--- src/rtl/edid_resp_pkg.sv ---
`timescale 1ns/1ps
package edid_resp_pkg;
  localparam int EDID_BYTES = 128;

  typedef enum logic [1:0] {PH_IDLE = 2'd0, PH_DATA = 2'd1, PH_WAIT = 2'd2} phase_e;

  localparam logic [1:0] A_PIN  = 2'd0;
  localparam logic [1:0] A_CMD  = 2'd1;
  localparam logic [1:0] A_STAT = 2'd2;
  localparam logic [1:0] A_DATA = 2'd3;

  localparam int ST_READY  = 0;
  localparam int ST_ACTIVE = 1;
  localparam int ST_NAK    = 2;
  localparam int ST_INUSE  = 3;
  localparam int ST_WAIT   = 4;

  localparam int C_DIR    = 0;
  localparam int C_CLRINT = 30;
  localparam int C_SWRDY  = 31;

  function automatic logic [EDID_BYTES*8-1:0] rom_pattern();
    logic [EDID_BYTES*8-1:0] r;
    for (int i = 0; i < EDID_BYTES; i++) r[i*8 +: 8] = 8'(i * 5 + 17);
    return r;
  endfunction
endpackage

--- src/rtl/edid_resp_rom.sv ---
`timescale 1ns/1ps
module edid_resp_rom
  import edid_resp_pkg::*;
#(
  parameter int LANES = 4,
  parameter logic [EDID_BYTES*8-1:0] ROM_INIT = rom_pattern()
) (
  input  logic [$clog2(EDID_BYTES):0] base,
  input  logic                        en,
  output logic [LANES-1:0][7:0]       bytes,
  output logic [LANES-1:0]            in_rng
);
  localparam int AW = $clog2(EDID_BYTES);

  logic [7:0] rom_arr [EDID_BYTES];

  for (genvar b = 0; b < EDID_BYTES; b++) begin : g_rom
    assign rom_arr[b] = ROM_INIT[b*8 +: 8];
  end

  // one fetch lane per byte of a data-register read
  for (genvar l = 0; l < LANES; l++) begin : g_lane
    logic [AW+1:0] idx;
    assign idx       = {1'b0, base} + (AW+2)'(l);
    assign in_rng[l] = en && (idx < (AW+2)'(EDID_BYTES));
    assign bytes[l]  = in_rng[l] ? rom_arr[idx[AW-1:0]] : 8'h00;
  end
endmodule

--- src/rtl/edid_resp_pack.sv ---
`timescale 1ns/1ps
module edid_resp_pack #(
  parameter int LANES = 4,
  parameter int CNT_W = 9,
  parameter int PTR_W = 8
) (
  input  logic signed [CNT_W:0]   left,
  input  logic [LANES-1:0][7:0]   bytes,
  input  logic [LANES-1:0]        in_rng,
  input  logic [31:0]             old_data,
  output logic [31:0]             new_data,
  output logic [PTR_W-1:0]        adv,
  output logic                    last
);
  logic [LANES-1:0] used;

  for (genvar l = 0; l < 4; l++) begin : g_byte
    if (l < LANES) begin : g_live
      assign used[l] = left > l;
      assign new_data[l*8 +: 8] = used[l] ? bytes[l] : old_data[l*8 +: 8];
    end else begin : g_keep
      assign new_data[l*8 +: 8] = old_data[l*8 +: 8];
    end
  end

  always_comb begin
    adv = '0;
    for (int l = 0; l < LANES; l++)
      if (used[l] && in_rng[l]) adv = adv + PTR_W'(1);
  end

  assign last = left <= LANES;
endmodule

--- src/rtl/edid_resp.sv ---
`timescale 1ns/1ps
module edid_resp
  import edid_resp_pkg::*;
#(
  parameter int          LANES       = 4,
  parameter int          CNT_W       = 9,
  parameter logic [6:0]  TARGET_ADDR = 7'h50,
  parameter logic [EDID_BYTES*8-1:0] ROM_INIT = rom_pattern()
) (
  input  logic        clk,
  input  logic        rst_n,
  input  logic        wr_en,
  input  logic        rd_en,
  input  logic [1:0]  addr,
  input  logic [31:0] wdata,
  input  logic        mon_present,
  input  logic        mon_is_dp,
  output logic [31:0] rdata,
  output logic [1:0]  bus_phase
);
  localparam int PTR_W = $clog2(EDID_BYTES) + 1;

  logic [31:0]      pin_q, pin_d, cmd_q, cmd_d, stat_q, stat_d;
  logic [31:0]      data_q, data_d, rdata_q, rdata_d;
  phase_e           phase_q, phase_d;
  logic [PTR_W-1:0] ptr_q, ptr_d;
  logic [CNT_W-1:0] cnt_q, cnt_d;
  logic             sel_q, sel_d, av_q, av_d;
  logic             acc_en;

  logic signed [CNT_W:0] left;
  logic [LANES-1:0][7:0] lane_bytes;
  logic [LANES-1:0]      lane_ok;
  logic [31:0]           packed_data;
  logic [PTR_W-1:0]      adv;
  logic                  last;

  assign left = $signed({1'b0, cnt_q}) - $signed((CNT_W+1)'(ptr_q));

  edid_resp_rom #(.LANES(LANES), .ROM_INIT(ROM_INIT)) u_rom (
    .base(ptr_q), .en(sel_q && av_q), .bytes(lane_bytes), .in_rng(lane_ok)
  );

  edid_resp_pack #(.LANES(LANES), .CNT_W(CNT_W), .PTR_W(PTR_W)) u_pack (
    .left(left), .bytes(lane_bytes), .in_rng(lane_ok), .old_data(data_q),
    .new_data(packed_data), .adv(adv), .last(last)
  );

  always_comb begin
    pin_d = pin_q;   cmd_d = cmd_q;   stat_d = stat_q;  data_d = data_q;
    rdata_d = rdata_q; phase_d = phase_q; ptr_d = ptr_q; cnt_d = cnt_q;
    sel_d = sel_q;   av_d = av_q;
    if (wr_en) begin
      unique case (addr)
        A_PIN: begin
          pin_d = wdata;
          sel_d = 1'b0; ptr_d = '0; cnt_d = '0; av_d = 1'b0;
          phase_d = PH_IDLE;
          if (wdata[2:0] != 3'd0) begin
            stat_d[ST_ACTIVE] = 1'b0;
            stat_d[ST_READY]  = 1'b1;
            stat_d[ST_WAIT]   = 1'b1;
            av_d              = mon_present && !mon_is_dp;
            stat_d[ST_NAK]    = !(mon_present && !mon_is_dp);
          end
        end
        A_CMD: begin
          if (cmd_q[C_CLRINT]) begin
            if (!wdata[C_CLRINT]) begin
              cmd_d[C_CLRINT] = 1'b0;
              stat_d           = '0;
              stat_d[ST_READY] = 1'b1;
              stat_d[ST_NAK]   = !av_q;
              phase_d          = PH_IDLE;
            end
          end else begin
            if (wdata[C_CLRINT]) stat_d[ST_READY] = 1'b1;
            cnt_d = wdata[24:16];
            if (wdata[7:1] == TARGET_ADDR) sel_d = 1'b1;
            if (wdata[25])
              ptr_d = (wdata[15:8] > 8'(EDID_BYTES)) ? PTR_W'(EDID_BYTES) : PTR_W'(wdata[15:8]);
            if (wdata[27:25] == 3'b100) begin
              if (cmd_q[27:25] != 3'b000) begin
                sel_d = 1'b0; av_d = 1'b0; ptr_d = '0; cnt_d = '0;
                phase_d = PH_IDLE;
                stat_d[ST_ACTIVE] = 1'b0;
              end
            end else if (wdata[26]) begin
              phase_d = PH_DATA;
              stat_d[ST_ACTIVE] = 1'b1;
            end
            cmd_d = wdata;
            cmd_d[C_SWRDY] = 1'b0;
          end
        end
        A_STAT: if (wdata[ST_INUSE]) stat_d[ST_INUSE] = 1'b0;
        default: ;
      endcase
    end else if (rd_en) begin
      unique case (addr)
        A_PIN: rdata_d = pin_q;
        A_CMD: rdata_d = cmd_q;
        A_STAT: begin
          rdata_d = stat_q;
          stat_d[ST_INUSE] = 1'b1;
        end
        default: begin
          if (cmd_q[C_DIR] && (left > 0)) begin
            data_d  = packed_data;
            rdata_d = packed_data;
            ptr_d   = ptr_q + adv;
            if (last) begin
              phase_d = cmd_q[27] ? PH_IDLE : PH_WAIT;
              sel_d = 1'b0; av_d = 1'b0; ptr_d = '0; cnt_d = '0;
            end
          end else begin
            rdata_d = data_q;
          end
        end
      endcase
    end
  end

  assign acc_en = wr_en || rd_en;

  always_ff @(posedge clk or negedge rst_n) begin
    if (!rst_n) begin
      pin_q <= '0; cmd_q <= '0; stat_q <= '0; data_q <= '0; rdata_q <= '0;
      phase_q <= PH_IDLE; ptr_q <= '0; cnt_q <= '0; sel_q <= 1'b0; av_q <= 1'b0;
    end else if (acc_en) begin
      pin_q <= pin_d; cmd_q <= cmd_d; stat_q <= stat_d; data_q <= data_d;
      rdata_q <= rdata_d; phase_q <= phase_d; ptr_q <= ptr_d; cnt_q <= cnt_d;
      sel_q <= sel_d; av_q <= av_d;
    end
  end

  assign rdata     = rdata_q;
  assign bus_phase = phase_q;
endmodule

--- config.mk ---
export PLATFORM = sky130hd
export DESIGN_NAME = edid_resp
export DESIGN_NICKNAME = d
export VERILOG_FILES = /design/src/rtl/edid_resp_pkg.sv /design/src/rtl/edid_resp_rom.sv /design/src/rtl/edid_resp_pack.sv /design/src/rtl/edid_resp.sv
export SDC_FILE = /design/constraint.sdc
export NUM_CORES = 1
export LEC_CHECK = 0
export ABC_AREA = 1
export CAP_MARGIN = 15
export CORE_ASPECT_RATIO = 0.7
export CORE_MARGIN = 3
export CORE_UTILIZATION = 43
export CTS_CLUSTER_DIAMETER = 150
export DETAILED_ROUTE_END_ITERATION = 12
export DONT_BUFFER_PORTS = 1
export GPL_TIMING_DRIVEN = 0
export HOLD_SLACK_MARGIN = 0.02
export SLEW_MARGIN = 30
export SYNTH_ARGS = -nofsm -noshare
export SYNTH_HDL_FRONTEND = slang
export SYNTH_SLANG_ARGS = --single-unit
export TNS_END_PERCENT = 50
--- constraint.sdc ---
create_clock -name clk -period 4.5 [get_ports clk]
set_input_delay 0.225 -clock clk [delete_from_list [all_inputs] [get_ports clk]]
set_output_delay 0.225 -clock clk [all_outputs]
set_load 0.01 [all_outputs]
==> impl_metrics.ini <==
[clocking]
cts_buffer_depth = 2
cts.reportedPaths.clkPinSlew_ns = 0.06
clock_latency_ns = 0.43
cts_tree = yes
cts-root-buf = clkbuf_16
h-tree-depth = 4
cts_buffers = 17
cts.sinks = 153

[grt]
grt_max_degree = 154
track_usage = 0.263
first_global_vias = 8642
grt_pass1_wl_um = 49700
antenna_found_initial = 0
gr-total-overflow = 0

[critical_path]
crit_cells = 32
cp_data_arrival_time_ns = 4.62
r2r_start = ptr_q[6]
reg2reg_depth = 32
max_stage_delay_ns = 0.36
cp_top_family = simple AND/OR/NAND/NOR gates
crit_type = flop to flop
crit_start = ptr_q[6]
crit_fanout = 10
cp-start-kind = flop
cpMaxStageDelayCell = dfrtp_1
cp_common_cell = nand2_1
crit_required_ns = 4.81
worst-path-buf-inv = 9
cp-end-kind = flop

[finish]
layout_commonest_cell = nand2_1
insertedDiodeCount = 0
final_layout_size_suffix_gt1_frac = 0.113
mostFrequentLayoutCells = 431 x nand2_1, 157 x inv_1, 150 x o21ai_0
nNetsFinal = 1507
fin_util = 0.525
area_growth_pct = 18.9
nFillCells = 2077

[yosys]
syn_inst = 1342
synth_ff_type = dfrtp_1
synth-seq-area-share = 0.396
synth_top_area_frac = 0.396
synth_area_um2 = 9680
synth_area_leaders = dfrtp_1 40%, nand2_1 17%, o21ai_0 7.9%
synth_cell_types = 53
synth_largest_area_cell = dfrtp_1
synth-seq-cells = 153
synth_warnings = 0
avgSynthCellArea_um2 = 7.21
syn-num-nets = 1425
synthArstFlopShare = 1.00
synth-edff-count = 0

[detailed_routing]
wl_per_cell_um = 18.9
drt_pass1_iterations = 6
ant_nets = 0
vias_per_cell = 5.51
via_count = 9465
drc = 0
drt_iter0_drc = 1060
wirelength_um = 32400

[sta]
fin_skew_ns = 0.0113
finalHoldViolCount = 0
holdWs_ns = 0.0200
worst_pin_slew_ns = 0.851
setup_violations = 0
fmax_ghz = 0.232
finalWorstSetupSlack_ns = 0.193
relSlewSlack = 0.433
fin_crit_sh = 0.957
min_period_ns = 4.31
slew_violations = 0

[floorplan]
die_y_um = 132
rows = 45
core-area_um2 = 21900
dieArea_um2 = 24400
io_pins = 74
start_util = 0.442
die_w_um = 185

[flow_run]
max_cap_violations = 0

[placed_design]
post-dp-hpwl_um = 23400
io_buffers = 0
place.gp.congestion = 0.963
preCtsSetupSlack_ns = -0.950

[min_path]
hold_path_startpoint = mon_is_dp
holdPathStages = 3
worstHoldPathType = input pin to flop

[pwr]
powerDensity_nw_per_um2 = 683
irDropWorstVdd_mv = 0.545
finalPower_uw = 7860
p_leak_uw = 0.00569

[outcome]
status = finished, final reports clean
registers in the layout, summed over array words and instances, names as in the netlist:
signal / cells
av_q: 1
cnt_q: 9
rdata: 32
bus_phase: 2
sel_q: 1
ptr_q: 8
pin_q: 32
stat_q: 5
cmd_q: 31
data_q: 32
worst reg2reg max path: cells and delay by family, from the launching register on:
| family | cells | cell delay, ns |
|---|---|---|
| XOR/XNOR | 2 | 0.32 |
| adder cells (fa/ha/maj) | 4 | 0.94 |
| buffers and inverters | 9 | 1.02 |
| AND/OR/NAND/NOR | 14 | 1.10 |
| AO/OA/AOI/OAI | 3 | 0.44 |
| flip-flops | 1 | 0.36 |
synth_stat cells, types with 6 or more instances:
library cell    n
nor2_4          9
nand2_2         7
a21oi_1        35
nand2_1       441
ha_1           41
a221oi_1        7
o22ai_1        11
nand3_1        63
buf_1           8
o221ai_1       22
inv_1         165
clkbuf_1       25
o211ai_1        7
a22oi_1        10
xor2_1         16
nor2_1         75
o21ai_0       152
dfrtp_1       153
o21ai_1        15
buf_2          10
nor3_1         11
nand4_1         6
layer usage:
layer  GRT usage  share of wire  up-vias
li1            -              -     4532
met1       0.419           0.48     4487
met2       0.356           0.41      405
met3      0.0656          0.095       41
met4      0.0487          0.014        0
met5           0              0        -
where the power goes:
group	leakage (uW)	switching [uW]	internal [uW]
registers	0.00192	220	1680
clock network	0.000277	593	859
logic	0.00349	2950	1570
total	0.00569	3760	4100
repair_timing:
item                                    4_1_cts  5_1_grt
pin swaps                                     5       29
hold endpoints to repair                    203        0
resized for setup                            30       41
endpoints found under the setup margin        8        7
buffers inserted                             16       18
hold buffers                                 30        0
cloned                                        0        0
path summary, 6_finish.rpt:
kind | endpoint | slack (ns)
max in group asynchronous | rdata[19] | 3.39
setup reg to reg | ptr_q[7] | 0.19
hold reg to reg | pin_q[31] | 0.47
hold / removal | av_q | 0.02
setup / recovery | ptr_q[7] | 0.19
min in group asynchronous | data_q[14] | 0.39
cell type report:
cell class	instances	area, um^2	area share
sequential	153	3830	0.333
clock buffer	21	470	0.0409
timing repair buffer	64	577	0.0501
buffer	46	233	0.0202
tap	282	353	0.0307
inverter	171	666	0.0579
clock inverter	11	121	0.0105
multi-input combinational	971	5250	0.456
per-stage QoR:
step	instances	instance area [um^2]	setup TNS, ns
floorplan	1342	9680	0
global placement	1624	10000	-4.86
detailed placement	1624	10000	-5.31
CTS	1701	11200	0
global route	1719	11500	-0.0380
finish	1719	11500	0
logic make-up after synthesis:
group,count (synthesis),share of synthesized area
xor+xnor,19,0.0180
compound gates,279,0.167
simple gates,628,0.272
flops,153,0.396
buf+inv,218,0.0882
mux,1,0.00116
fa+ha+maj,43,0.0572
other cells,1,0.000388
Note: power is estimated with default switching activity, not from simulation.
